## src/rtl/eqs_pkg.sv

```systemverilog
package eqs_pkg;

  localparam int STEP_W   = 3;
  localparam int REG_W    = 8;
  localparam int BOOST_LO = 4;
  localparam int CUT_LO   = 0;
  localparam int DEF_BIT  = 7;

  typedef enum logic [2:0] {
    PH_IDLE,
    PH_ADDR,
    PH_INDEX,
    PH_DATA,
    PH_SKIP
  } phase_t;

  function automatic logic [STEP_W-1:0] step_sat(input logic [STEP_W-1:0] code);
    return (code > 3'd4) ? 3'd5 : code;
  endfunction

endpackage

```

## src/rtl/eqs_line_sync.sv

```systemverilog
module eqs_line_sync #(
  parameter int STAGES = 2
) (
  input  logic clk,
  input  logic rst_n,
  input  logic scl_in,
  input  logic sda_in,
  output logic scl_s,
  output logic sda_s,
  output logic scl_rise,
  output logic scl_fall,
  output logic start_det,
  output logic stop_det
);

  logic [STAGES:0] scl_sh_q, scl_sh_d;
  logic [STAGES:0] sda_sh_q, sda_sh_d;
  logic scl_prev, sda_prev;

  always_comb begin
    scl_sh_d = {scl_sh_q[STAGES-1:0], scl_in};
    sda_sh_d = {sda_sh_q[STAGES-1:0], sda_in};
  end

  always_ff @(posedge clk or negedge rst_n) begin
    if (!rst_n) begin
      scl_sh_q <= '1;
      sda_sh_q <= '1;
    end else begin
      scl_sh_q <= scl_sh_d;
      sda_sh_q <= sda_sh_d;
    end
  end

  assign scl_s     = scl_sh_q[STAGES-1];
  assign sda_s     = sda_sh_q[STAGES-1];
  assign scl_prev  = scl_sh_q[STAGES];
  assign sda_prev  = sda_sh_q[STAGES];
  assign scl_rise  = scl_s & ~scl_prev;
  assign scl_fall  = ~scl_s & scl_prev;
  assign start_det = scl_s & scl_prev & sda_prev & ~sda_s;
  assign stop_det  = scl_s & scl_prev & ~sda_prev & sda_s;

endmodule

```

## src/rtl/eqs_byte_engine.sv

```systemverilog
module eqs_byte_engine
  import eqs_pkg::*;
#(
  parameter logic [6:0] ADDR_BASE = 7'h42,
  parameter int         NBANDS    = 5,
  localparam int        IDX_W     = $clog2(NBANDS)
) (
  input  logic             clk,
  input  logic             rst_n,
  input  logic             scl_rise,
  input  logic             scl_fall,
  input  logic             start_det,
  input  logic             stop_det,
  input  logic             sda_s,
  input  logic             addr_pin,
  output logic             ack_drive,
  output logic             wr_en,
  output logic [IDX_W-1:0] wr_idx,
  output logic [7:0]       wr_data
);

  phase_t     phase_q, phase_d;
  logic [3:0] cnt_q, cnt_d;
  logic [7:0] shift_q, shift_d;
  logic [7:0] index_q, index_d;
  logic       ack_q, ack_d;
  logic       in_byte, byte_ok, idx_valid;

  assign in_byte   = (phase_q == PH_ADDR) || (phase_q == PH_INDEX) || (phase_q == PH_DATA);
  assign idx_valid = (index_q < 8'(NBANDS));
  assign byte_ok   = (phase_q != PH_ADDR) ||
                     ((shift_q[7:1] == {ADDR_BASE[6:1], addr_pin}) && !shift_q[0]);

  always_comb begin
    phase_d = phase_q;
    cnt_d   = cnt_q;
    shift_d = shift_q;
    index_d = index_q;
    ack_d   = ack_q;
    wr_en   = 1'b0;
    if (start_det) begin
      phase_d = PH_ADDR;
      cnt_d   = '0;
      ack_d   = 1'b0;
    end else if (stop_det) begin
      phase_d = PH_IDLE;
      cnt_d   = '0;
      ack_d   = 1'b0;
    end else if (in_byte) begin
      if (scl_rise && cnt_q < 4'd8) begin
        shift_d = {shift_q[6:0], sda_s};
        cnt_d   = cnt_q + 4'd1;
      end else if (scl_fall && cnt_q == 4'd8) begin
        if (byte_ok) begin
          ack_d = 1'b1;
          cnt_d = 4'd9;
          if (phase_q == PH_INDEX) index_d = shift_q;
          if (phase_q == PH_DATA) begin
            wr_en   = idx_valid;
            index_d = (index_q == 8'hFF) ? index_q : index_q + 8'd1;
          end
        end else begin
          phase_d = PH_SKIP;
          cnt_d   = '0;
        end
      end else if (scl_fall && cnt_q == 4'd9) begin
        ack_d = 1'b0;
        cnt_d = '0;
        phase_d = (phase_q == PH_ADDR) ? PH_INDEX : PH_DATA;
      end
    end
  end

  always_ff @(posedge clk or negedge rst_n) begin
    if (!rst_n) begin
      phase_q <= PH_IDLE;
      cnt_q   <= '0;
      shift_q <= '0;
      index_q <= '0;
      ack_q   <= 1'b0;
    end else begin
      phase_q <= phase_d;
      cnt_q   <= cnt_d;
      shift_q <= shift_d;
      index_q <= index_d;
      ack_q   <= ack_d;
    end
  end

  assign ack_drive = ack_q;
  assign wr_idx    = index_q[IDX_W-1:0];
  assign wr_data   = shift_q;

endmodule

```

## src/rtl/eqs_reg_bank.sv

```systemverilog
module eqs_reg_bank
  import eqs_pkg::*;
#(
  parameter int NBANDS = 5,
  localparam int IDX_W = $clog2(NBANDS)
) (
  input  logic                    clk,
  input  logic                    rst_n,
  input  logic                    wr_en,
  input  logic [IDX_W-1:0]        wr_idx,
  input  logic [REG_W-1:0]        wr_data,
  output logic [NBANDS*REG_W-1:0] regs_flat
);

  localparam logic [REG_W-1:0] FIRST_INIT = REG_W'(1) << DEF_BIT;

  logic [REG_W-1:0] regs_q [NBANDS];
  logic [REG_W-1:0] regs_d [NBANDS];

  always_comb begin
    for (int i = 0; i < NBANDS; i++) regs_d[i] = regs_q[i];
    if (wr_en && (32'(wr_idx) < NBANDS)) regs_d[wr_idx] = wr_data;
  end

  always_ff @(posedge clk or negedge rst_n) begin
    if (!rst_n) begin
      for (int i = 0; i < NBANDS; i++) regs_q[i] <= (i == 0) ? FIRST_INIT : '0;
    end else begin
      for (int i = 0; i < NBANDS; i++) regs_q[i] <= regs_d[i];
    end
  end

  for (genvar g = 0; g < NBANDS; g++) begin : g_flat
    assign regs_flat[g*REG_W +: REG_W] = regs_q[g];
  end

endmodule

```

## src/rtl/eqs_step_decode.sv

```systemverilog
module eqs_step_decode
  import eqs_pkg::*;
#(
  parameter int NBANDS = 5
) (
  input  logic [NBANDS*REG_W-1:0]  regs_flat,
  output logic [NBANDS*STEP_W-1:0] boost_step,
  output logic [NBANDS*STEP_W-1:0] cut_step,
  output logic                     defeat
);

  assign defeat = regs_flat[DEF_BIT];

  for (genvar b = 0; b < NBANDS; b++) begin : g_band
    assign boost_step[b*STEP_W +: STEP_W] =
      defeat ? '0 : step_sat(regs_flat[b*REG_W + BOOST_LO +: STEP_W]);
    assign cut_step[b*STEP_W +: STEP_W] =
      defeat ? '0 : step_sat(regs_flat[b*REG_W + CUT_LO +: STEP_W]);
  end

endmodule

```

## src/rtl/eq_ctrl_slave.sv

```systemverilog
module eq_ctrl_slave #(
  parameter int         NBANDS      = 5,
  parameter int         SYNC_STAGES = 2,
  parameter logic [6:0] ADDR_BASE   = 7'h42,
  localparam int        STEP_W      = eqs_pkg::STEP_W,
  localparam int        REG_W       = eqs_pkg::REG_W,
  localparam int        IDX_W       = $clog2(NBANDS)
) (
  input  logic                     clk,
  input  logic                     rst_n,
  input  logic                     scl_in,
  input  logic                     sda_in,
  input  logic                     addr_pin,
  output logic                     sda_pull_low,
  output logic [NBANDS*STEP_W-1:0] boost_step,
  output logic [NBANDS*STEP_W-1:0] cut_step,
  output logic                     defeat
);

  logic [1:0]              rst_pipe_q;
  logic                    rst_sync_n;
  logic                    scl_s, sda_s, scl_rise, scl_fall, start_det, stop_det;
  logic                    wr_en;
  logic [IDX_W-1:0]        wr_idx;
  logic [REG_W-1:0]        wr_data;
  logic [NBANDS*REG_W-1:0] regs_flat;

  always_ff @(posedge clk or negedge rst_n) begin
    if (!rst_n) rst_pipe_q <= 2'b00;
    else        rst_pipe_q <= {rst_pipe_q[0], 1'b1};
  end
  assign rst_sync_n = rst_pipe_q[1];

  eqs_line_sync #(.STAGES(SYNC_STAGES)) u_sync (
    .clk(clk), .rst_n(rst_sync_n), .scl_in(scl_in), .sda_in(sda_in),
    .scl_s(scl_s), .sda_s(sda_s), .scl_rise(scl_rise), .scl_fall(scl_fall),
    .start_det(start_det), .stop_det(stop_det)
  );

  eqs_byte_engine #(.ADDR_BASE(ADDR_BASE), .NBANDS(NBANDS)) u_engine (
    .clk(clk), .rst_n(rst_sync_n), .scl_rise(scl_rise), .scl_fall(scl_fall),
    .start_det(start_det), .stop_det(stop_det), .sda_s(sda_s),
    .addr_pin(addr_pin), .ack_drive(sda_pull_low), .wr_en(wr_en),
    .wr_idx(wr_idx), .wr_data(wr_data)
  );

  eqs_reg_bank #(.NBANDS(NBANDS)) u_bank (
    .clk(clk), .rst_n(rst_sync_n), .wr_en(wr_en), .wr_idx(wr_idx),
    .wr_data(wr_data), .regs_flat(regs_flat)
  );

  eqs_step_decode #(.NBANDS(NBANDS)) u_decode (
    .regs_flat(regs_flat), .boost_step(boost_step), .cut_step(cut_step),
    .defeat(defeat)
  );

endmodule

```

## config.mk

```make
export PLATFORM = sky130hd
export DESIGN_NAME = eq_ctrl_slave
export DESIGN_NICKNAME = d
export VERILOG_FILES = /design/src/rtl/eqs_pkg.sv /design/src/rtl/eqs_line_sync.sv /design/src/rtl/eqs_byte_engine.sv /design/src/rtl/eqs_reg_bank.sv /design/src/rtl/eqs_step_decode.sv /design/src/rtl/eq_ctrl_slave.sv
export SDC_FILE = /design/constraint.sdc
export NUM_CORES = 1
export LEC_CHECK = 0
export ABC_AREA = 0
export CORE_MARGIN = 2
export CORE_UTILIZATION = 50
export DETAILED_ROUTE_END_ITERATION = 12
export MAX_ROUTING_LAYER = met4
export PLACE_DENSITY_LB_ADDON = 0.12
export SLEW_MARGIN = 5
export SYNTH_ARGS = -nofsm -noshare
export SYNTH_HDL_FRONTEND = slang
export SYNTH_SLANG_ARGS = --single-unit
export TNS_END_PERCENT = 1
```

## constraint.sdc

```tcl
create_clock -name clk -period 1.85 [get_ports clk]
set_input_delay 0.37 -clock clk [delete_from_list [all_inputs] [get_ports clk]]
set_output_delay 0.37 -clock clk [all_outputs]
set_load 0.005 [all_outputs]
```

Word-level counts from Yosys, hierarchy flattened --
Index checks and enable logic that the tools add are counted.
Word-level totals: output and inout port bits 32, logic and storage cells 131, flip-flop bits (word level) 72, bits of input ports 5
Operators by class: reductions and logical operators 19, mux-type cells 55, eq/ne operators 12, bitwise logic cells 15, $add $sub $neg 2, $lt $le $gt $ge 15
Operator list (number):
- $mux 3 | 27
- $bwmux 40 | 1
- $mux 8 | 4
- $gt 3x3->1 const B | 10
- $mux 4 | 7
- $demux 8 s3 | 1
- $mux 1 | 15
- $reduce_and 4->1 | 3
- $add 8x1->8 const B | 1
- $eq 4x4->1 const B | 2
- $eq 8x8->1 const B | 1
- $lt 8x3->1 const B | 1
- $reduce_and 8->1 | 1
- $and 1x1->1 | 7
- $eq 7x7->1 | 1
- $not 1->1 | 7
- $eq 3x2->1 const B | 2
- $logic_and 1x1->1 | 6
- $reduce_bool 5->1 | 1
- $add 4x1->4 const B | 1
- $ge 4x4->1 const B | 1
- $lt 4x1->1 const B | 1
- $lt 4x4->1 const B | 1
- $ne 4x3->1 const B | 1
- other kinds (13) | 15

Longest topological paths before layout --
Gate-level depths: netlist of run 1.
word-level depth 10, depth in mapped cells 7, mapped depth without buffers 6

By module --
Synthesis of run 1 repeated with hierarchy kept, for this count alone.
Unflattened totals: cell total of the unflattened synthesis 294, area total of the unflattened synthesis 3542.1 sq um
Modules (own cells, without submodules):
- eqs_reg_bank | times used 1, cells an instance 88, area an instance 1532.7 sq um, sequential area each 1002.2 sq um
- eqs_byte_engine | times used 1, cells an instance 149, area an instance 1461.4 sq um, sequential area each 600.6 sq um
- eqs_step_decode | times used 1, cells an instance 44, area an instance 304.0 sq um, sequential area each 0.0 sq um
- eqs_line_sync | times used 1, cells an instance 10, area an instance 190.2 sq um, sequential area each 157.7 sq um
- eq_ctrl_slave | times used 1, cells an instance 3, area an instance 53.8 sq um, sequential area each 50.0 sq um

Least setup slack after synthesis of run 1 --
Ideal clock, no wire load.
path type register to register, start point reg u_sync.scl_sh_q[1], end point reg u_engine.shift_q[0] (netlist: u_engine.wr_data[0]), cell stages (with the launch flop) 5, path buffers 1, library setup time 0.125 ns, slack -0.087 ns, period minus slack after synthesis 1.937 ns, required time 1.725 ns, data arrival time 1.813 ns, cells stage by stage dfstp_2 > or3b_1 > clkbuf_1 > nor3_2 > mux2_2
On the way: word-level cells in the longest chain between the ends 5, elaborated cells between the ends (all ways) 10, those cells by class 8 x bitwise; 2 x reduce/logical
RTL lines:
- start, declared | line eqs_line_sync.sv:16 | logic [STAGES:0] scl_sh_q, scl_sh_d;
- start signal, assigned | line eqs_line_sync.sv:30 | scl_sh_q <= scl_sh_d;
- $and 1x1->1 | line eqs_line_sync.sv:41, eqs_line_sync.sv:42
- $and 1x1->1, on equally long branches (2 in series) | line eqs_line_sync.sv:42, eqs_line_sync.sv:41
- $not 1->1 (no line)
- $reduce_and 4->1 (no line) (*)
- end signal, assigned | line eqs_byte_engine.sv:84 | shift_q <= shift_d;
- end, declared | line eqs_byte_engine.sv:24 | logic [7:0] shift_q, shift_d;
Mark *: on every way between the ends. The rest lies on a longest branch, timed or not. A chain may end at the register's enable or synchronous reset.

Final worst setup path of run 1 --
start point reg u_engine.index_q[7], end point reg u_bank.regs_q (netlist bit u_bank.regs_flat[17])
On the way: word-level cells in the longest chain between the ends 9
RTL lines:
- start, declared | line eqs_byte_engine.sv:25 | logic [7:0] index_q, index_d;
- start signal, assigned | line eqs_byte_engine.sv:85 | index_q <= index_d;
- $lt 8x3->1 | line eqs_byte_engine.sv:30 | assign idx_valid = (index_q < 8'(NBANDS));
- $mux 1 | line eqs_byte_engine.sv:58 | if (phase_q == PH_DATA) begin
- $mux 1 | line eqs_byte_engine.sv:54 | if (byte_ok) begin
- $mux 1 | line eqs_byte_engine.sv:53 | end else if (scl_fall && cnt_q == 4'd8) begin
- $mux 1 | line eqs_byte_engine.sv:50 | if (scl_rise && cnt_q < 4'd8) begin
- $mux 1 | line eqs_byte_engine.sv:49 | end else if (in_byte) begin
- $mux 1 | line eqs_byte_engine.sv:45 | end else if (stop_det) begin
- $mux 1 | line eqs_byte_engine.sv:41 | if (start_det) begin
- $logic_and 1x1->1 | line eqs_reg_bank.sv:22 | if (wr_en && (32'(wr_idx) < NBANDS)) regs_d[wr_idx] = wr_data;
- end, declared | line eqs_reg_bank.sv:17 | logic [REG_W-1:0] regs_q [NBANDS];
Every way passes these cells.

==> flow_metrics.tcl, run 1 <==
set metrics [dict create \
    status "finished, violations left" \
    cp.arrival_ns 2.09 \
    crit_family "simple AND/OR/NAND/NOR gates" \
    synth_mux_area_frac 0.1470 \
    hp-class "in -> async" \
    synth_flop_cell "dfrtp_1" \
    diodes 0 \
    synth_compound_area_frac 0.1031 \
    ys_async_sr_fraction 1.000 \
    drc_errors 0 \
    ir_drop_uv 911.9 \
    drt_iter0_drc 105 \
    setup_viol 16 \
    crit_fanout 4 \
    clock_skew_ns 0.007989 \
    htree_levels 3 \
    path_buf_inv 1 \
    hold_buffers 0 \
    syn_nets 278 \
    critPathLaunchType "flop" \
    multi_input_comb_area_um2 1398 \
    grt_max_degree 38 \
    grt_antenna_before_repair 0 \
    die_w_um 81.29 \
    ys_seq_area_frac 0.5308 \
    period_share 1.009 \
    synth-seq-cells 63 \
    io_pins 37 \
    netlist_area_um2 2987 \
    post-route-min-period_ns 1.868 \
    placed_cell_area_um2 3742 \
    leakage_nw 2.027 \
    p_per_area_nw_per_um2 1155 \
    routabilityCongestion 0.9035 \
    register_area_um2 1587 \
    synth-simple-area-share 0.1743 \
    area_growth_pct 34.44 \
    grt_pass1_vias 2193 \
    setup_tns_ns -0.1314 \
    yosysUniqueCellTypes 43 \
    place_inst 414 \
    wl_per_cell_um 14.40 \
    syn_inst 268 \
    path_clk_slew_ns 0.07 \
    hpwlAfterDp_um 4450 \
    max_freq_mhz 535.5 \
    nNetsFinal 360 \
    synthXorXnorAreaFrac 0.005865 \
    root_buffer "clkbuf_8" \
    yosys_warnings 0 \
    setup_ws_ns -0.01756 \
    die-height_um 81.29 \
    numCtsBuffers 9 \
    syn_area_per_cell_um2 11.14 \
    critPathMaxStageDelay_ns 0.39 \
    clk_latency_ns 0.34 \
    path_class "reg -> reg" \
    final.fill_count 474 \
    final_antenna_net_count 0 \
    synth_edf_count 0 \
    drv_cap 0 \
    coreArea_um2 5851 \
    drive_gt1_frac 0.3324 \
    initial_core_util 0.5105 \
    clkSinkCount 63 \
    violations "negative setup slack" \
    cp-end-kind "flop" \
    post_drt_via_cell_ratio 5.307 \
    cts_tree "built" \
    grt_pass1_wl_um 10360 \
    synth_fa_ha_area_frac 0.02095 \
    drv_slew 0 \
    crit_required_ns 2.07 \
    first_pass_iters 4 \
    cts_buffer_depth 2 \
    crit_chain "nor4_2 > nand2_1 > nor4_4 > nand3_1 > buf_4 > mux2_2" \
    wl_um 6193 \
    num_vias 2282 \
    instances_no_fill 430 \
    die_area_um2 6607 \
    synth_top_family_by_area "simple AND/OR/NAND/NOR gates" \
    rsz0062_at_grt "true" \
    grt_use_total 0.2189 \
    final_cell_area_um2 4015 \
    hold_viol_final 0 \
    holdWs_ns 0.1845 \
    critPathSlowestCell "dfrtp_1" \
    row_count 28 \
    io_buffers 36 \
    grt_overflow_total 0 \
]
-- worst register-to-register path, cell delays in order (launching register included) --
cell and delay [ns]:
dfrtp_1 0.39, nor4_2 0.30, nand2_1 0.16, nor4_4 0.30, nand3_1 0.16, buf_4 0.18
mux2_2 0.26
-- final timing paths --
path                                                       from                               end  slack, ns  cells past startpoint
worst max-delay path            u_engine.index_q[7]$_DFFE_PN0P_  u_bank.regs_flat[17]$_DFFE_PN0P_      -0.02                      6
min in group clk                        rst_pipe_q[0]$_DFF_PN0_           rst_pipe_q[1]$_DFF_PN0_       0.35                      0
max in group asynchronous               rst_pipe_q[1]$_DFF_PN0_   u_bank.regs_flat[7]$_DFFE_PN1P_       1.18                      1
worst min register to register          rst_pipe_q[1]$_DFF_PN0_   u_engine.index_q[5]$_DFFE_PN0P_       0.26                      1
worst min-delay path                                      rst_n           rst_pipe_q[0]$_DFF_PN0_       0.18                      1
worst max register to register  u_engine.index_q[7]$_DFFE_PN0P_  u_bank.regs_flat[17]$_DFFE_PN0P_      -0.02                      6
-- logic make-up after synthesis --
family / after synthesis
muxes: 39
other: 1
DFF: 63
AOI/OAI and AO/OA: 51
and+or+nand+nor: 94
xor gates and xnor gates: 2
adders and majority gates: 5
buffers and inverters: 13
-- power by group --
group / switching [mW] / internal (mW)
clock: 0.517 / 0.907
combinational: 0.748 / 0.665
sequential: 0.183 / 1.62
total: 1.45 / 3.19
-- sequential cells by signal, summed over array words and instances (netlist names) --
name and cells:
u_engine.wr_data 8, u_bank.regs_flat 31, u_engine.cnt_q 4, u_engine.phase_q 3
u_sync.scl_sh_q 3, u_sync.sda_sh_q 3, u_engine.index_q 8, u_engine.ack_drive 1
rst_pipe_q 2
-- layout by cell type, fill, tap and decap left out, drive strengths merged, types with 2 or more instances in the layout --
cell / n
dfrtp: 56
buf: 42
mux2: 39
dlygate4sd2: 31
nor2: 25
a21oi: 22
nand2: 18
clkbuf: 14
nor3b: 12
o21ai: 12
nor2b: 11
nand3: 10
dfstp: 7
inv: 6
ha: 5
clkdlybuf4s50: 5
nor3: 4
o21a: 3
nand3b: 3
o22ai: 3
or3: 2
a2bb2oi: 2
o211ai: 2
bufinv: 2
nor4: 2
a311oi: 2
-- timing repair --
item	CTS	global route
pin swaps	0	2
buffers inserted	0	0
endpoints found under the setup margin	70	50
gates resized for setup	39	10
-- cell usage after synthesis, types with 5 or more instances --
master / number / share of area
dfstp_2: 7 / 0.062
o21ai_0: 12 / 0.020
ha_1: 5 / 0.021
mux2_2: 39 / 0.15
nand2_1: 18 / 0.023
nor3b_1: 12 / 0.030
nor2_1: 24 / 0.030
nor2b_1: 11 / 0.023
dfrtp_1: 56 / 0.47
clkbuf_1: 5 / 0.0063
a21oi_1: 22 / 0.037
inv_1: 6 / 0.0075
nand3_1: 10 / 0.017
-- area by class of cell --
class | count | area share
inverter | 6 | 0.005609
multi-input combinational | 192 | 0.3481
clock inverter | 2 | 0.01496
clock buffer | 14 | 0.04550
timing repair buffer | 78 | 0.1673
sequential | 63 | 0.3951
tap | 75 | 0.02337
-- metrics by stage --
step | setup WS, ns | utilization | total power, mW
5_1_grt | -0.1501 | 0.6863 | 4.920
3_5_place_dp | -0.1331 | 0.6396 | 3.185
6_report | -0.01756 | 0.6863 | 4.636
3_3_place_gp | -0.1022 | 0.6396 | 3.155
4_1_cts | -0.03763 | 0.6796 | 4.644
2_1_floorplan | -0.08736 | - | 2.549
-- metal layers --
layer,global-route usage,wire (um),vias up
li1,-,-,1132
met1,0.2688,2830,1086
met2,0.3443,3004,51
met3,0.03333,186,13
met4,0.1271,171,0
met5,-,0,-
Power figures use the tool's default switching activity.
==> run 2, diff against run 1 <==
--- a/config.mk
+++ b/config.mk
@@ -5,7 +5,6 @@
 export SDC_FILE = /design/constraint.sdc
 export NUM_CORES = 1
 export LEC_CHECK = 0
-export ABC_AREA = 0
 export CORE_MARGIN = 2
 export CORE_UTILIZATION = 50
 export DETAILED_ROUTE_END_ITERATION = 12
==> results of run 2 <==
Final layout, timing and power as in run 1 (identical DEF).
==> run 3, diff against run 2 <==
--- a/config.mk
+++ b/config.mk
@@ -5,8 +5,12 @@
 export SDC_FILE = /design/constraint.sdc
 export NUM_CORES = 1
 export LEC_CHECK = 0
+export CELL_PAD_IN_SITES_DETAIL_PLACEMENT = 1
+export CELL_PAD_IN_SITES_GLOBAL_PLACEMENT = 2
+export CORE_ASPECT_RATIO = 0.75
 export CORE_MARGIN = 2
-export CORE_UTILIZATION = 50
+export CORE_UTILIZATION = 33
+export CTS_CLUSTER_DIAMETER = 150
 export DETAILED_ROUTE_END_ITERATION = 12
 export MAX_ROUTING_LAYER = met4
 export PLACE_DENSITY_LB_ADDON = 0.12
==> run 3 against run 2 <==
Against the previous run:
- clock skew is 0.0020 ns lower
- non-clock buffer count is 3 higher
- highest routed layer unchanged
- final cell count is 9.3% higher
- design area is 5.3% higher
- the flow still finishes with violations (negative setup slack)
- via count is 3.7% higher
- first-iteration DRC count is 1.9% higher
- sequential share of layout area is 2.0 points lower
- power is 14% higher
- setup slack worse by 0.013 ns
- hold slack better by 0.012 ns
- largest cell class unchanged
- combinational power is 18% higher
==> flow_metrics.tcl, run 3 (synthesis gave the netlist of run 1 again) <==
set metrics [dict create \
    drive_gt1_frac 0.3464 \
    drt_iter0_drc 107 \
    die-height_um 86.39 \
    io_pins 37 \
    place_ws_ns -0.1591 \
    drv_cap 0 \
    grt_overflow_total 0 \
    grt_antenna_before_repair 0 \
    seqPwrFrac 0.339 \
    final.fill_count 971 \
    grt_use_total 0.1781 \
    numCtsBuffers 9 \
    htree_levels 3 \
    swShare 0.3211 \
    total_power_mw 5.280 \
    cp.arrival_ns 2.10 \
    p_sw_mw 1.696 \
    leakage_nw 2.140 \
    power_frac_comb 0.316 \
    cp-end-kind "flop" \
    initial_core_util 0.3343 \
    cts_tree "built" \
    rsz0062_at_grt "true" \
    ir_drop_uv 708.5 \
    p_clk_frac 0.344 \
    hp-class "in -> async" \
    routabilityCongestion 0.7776 \
    clock_skew_ns 0.006023 \
    die_w_um 113.9 \
    post-cts-setup-buffers 0 \
    layout_common_cells "55 x dfrtp_1, 35 x buf_4, 32 x mux2_2" \
    grt_pass1_wl_um 12790 \
    largest_register_ffs 31 \
    rr_endpoint "u_bank.regs_flat[12]$_DFFE_PN0P_" \
    r2r_start "u_engine.index_q[4]$_DFFE_PN0P_" \
    first_pass_iters 4 \
    rr_worst_depth 6 \
    setup_tns_ns -0.3153 \
    violations "negative setup slack" \
    critPathLaunchType "flop" \
    intPower_mw 3.585 \
    wl_per_cell_um 16.56 \
    max_freq_mhz 531.9 \
    area_growth_pct 41.56 \
    grt_max_degree 38 \
    wl_um 7782 \
    place_inst 454 \
    instances_no_fill 470 \
    path_clk_slew_ns 0.06 \
    io_buffers 36 \
    clkSinkCount 63 \
    drv_slew 0 \
    status "finished, violations left" \
    crit_fanout 6 \
    coreArea_um2 8934 \
    grt_pass1_vias 2399 \
    post-route-min-period_ns 1.880 \
    path_class "reg -> reg" \
    crit_required_ns 2.07 \
    period_share 1.016 \
    root_buffer "clkbuf_16" \
    setup_viol 20 \
    cts_buffer_depth 2 \
    setup_ws_ns -0.03008 \
    rrSetupSlack_ns -0.03 \
    drc_errors 0 \
    post_drt_via_cell_ratio 5.034 \
    row_count 30 \
    p_per_area_nw_per_um2 1249 \
    diodes 0 \
    hold_viol_final 0 \
    mostFrequentLayoutCell "dfrtp_1" \
    nNetsFinal 363 \
    hpwlAfterDp_um 5395 \
    die_area_um2 9836 \
    clk_latency_ns 0.33 \
    num_vias 2366 \
    final_antenna_net_count 0 \
]
-- run 3: cell count changes in the layout (fill, tap and decap cells not counted), sizes merged --
cell          delta
clkinvlp         +1
clkinv           +2
clkbuf           -5
inv              +2
dlygate4sd2      -2
buf              +3
dlymetal6s2s     +2
-- run 3: cell type report --
cell class	instances	area (um^2)	area share
Tap cell	112	140.1	0.03315
Multi-Input combinational cell	192	1436	0.3397
Clock buffer	9	225.2	0.05327
Inverter	6	22.52	0.005327
Sequential cell	63	1587	0.3753
Clock inverter	7	95.09	0.02249
Timing Repair Buffer	81	721.9	0.1708
-- run 3: critical path, cell delays in order (launching register included) --
cell and delay (ns):
dfrtp_1 0.39, nor4_2 0.28, nand2_1 0.18, nor4_4 0.32
nand3_1 0.16, buf_6 0.17, mux2_2 0.26
-- run 3: metal layers --
| metal | part of all wire | track usage |
|---|---|---|
| met4 | 0.012 | 0.05654 |
| met3 | 0.027 | 0.04895 |
| met2 | 0.42 | 0.2373 |
| met5 | 0 | - |
| met1 | 0.54 | 0.2613 |
-- run 3: power groups by stage --
stage / registers, mW / logic [mW] / clock network, mW
floorplan: 1.88 / 0.668 / 0
detailed placement: 1.80 / 1.55 / 0
finish: 1.79 / 1.67 / 1.82
global route: 1.82 / 1.84 / 1.92
global placement: 1.79 / 1.54 / 0
CTS: 1.79 / 1.61 / 1.86
-- run 3: worst max-delay path by stage --
stage | depth (start not counted) | end | startpoint | slack (ns)
after CTS | 3 | boost_step[7] | u_bank.regs_flat[7]$_DFFE_PN1P_ | -0.15
after global routing | 6 | u_bank.regs_flat[14]$_DFFE_PN0P_ | u_engine.index_q[4]$_DFFE_PN0P_ | -0.16
after detailed placement | 6 | u_bank.regs_flat[32]$_DFFE_PN0P_ | addr_pin | -0.16
final | 6 | u_bank.regs_flat[12]$_DFFE_PN0P_ | u_engine.index_q[4]$_DFFE_PN0P_ | -0.03
after floorplan | 4 | u_engine.wr_data[0]$_DFFE_PN0P_ | u_sync.scl_sh_q[1]$_DFF_PN1_ | -0.09
after global placement | 6 | u_bank.regs_flat[38]$_DFFE_PN0P_ | addr_pin | -0.12
-- run 3: repair_timing --
item | 4_1_cts | 5_1_grt
pin swaps | 3 | 2
hold buffers | 0 | 0
setup endpoints to repair | 70 | 51
gates cloned | 0 | 0
hold endpoints to repair | 0 | 0
resized for setup | 44 | 16
-- run 3: through the flow --
step	cell area, um^2	hold slack [ns]	utilization
after detailed placement	3824	0.2498	0.4280
after CTS	4167	0.1838	0.4664
after global placement	3824	0.2485	0.4280
after global routing	4228	0.1809	0.4732
final	4228	0.1969	0.4732
after floorplan	2987	0.07441	-
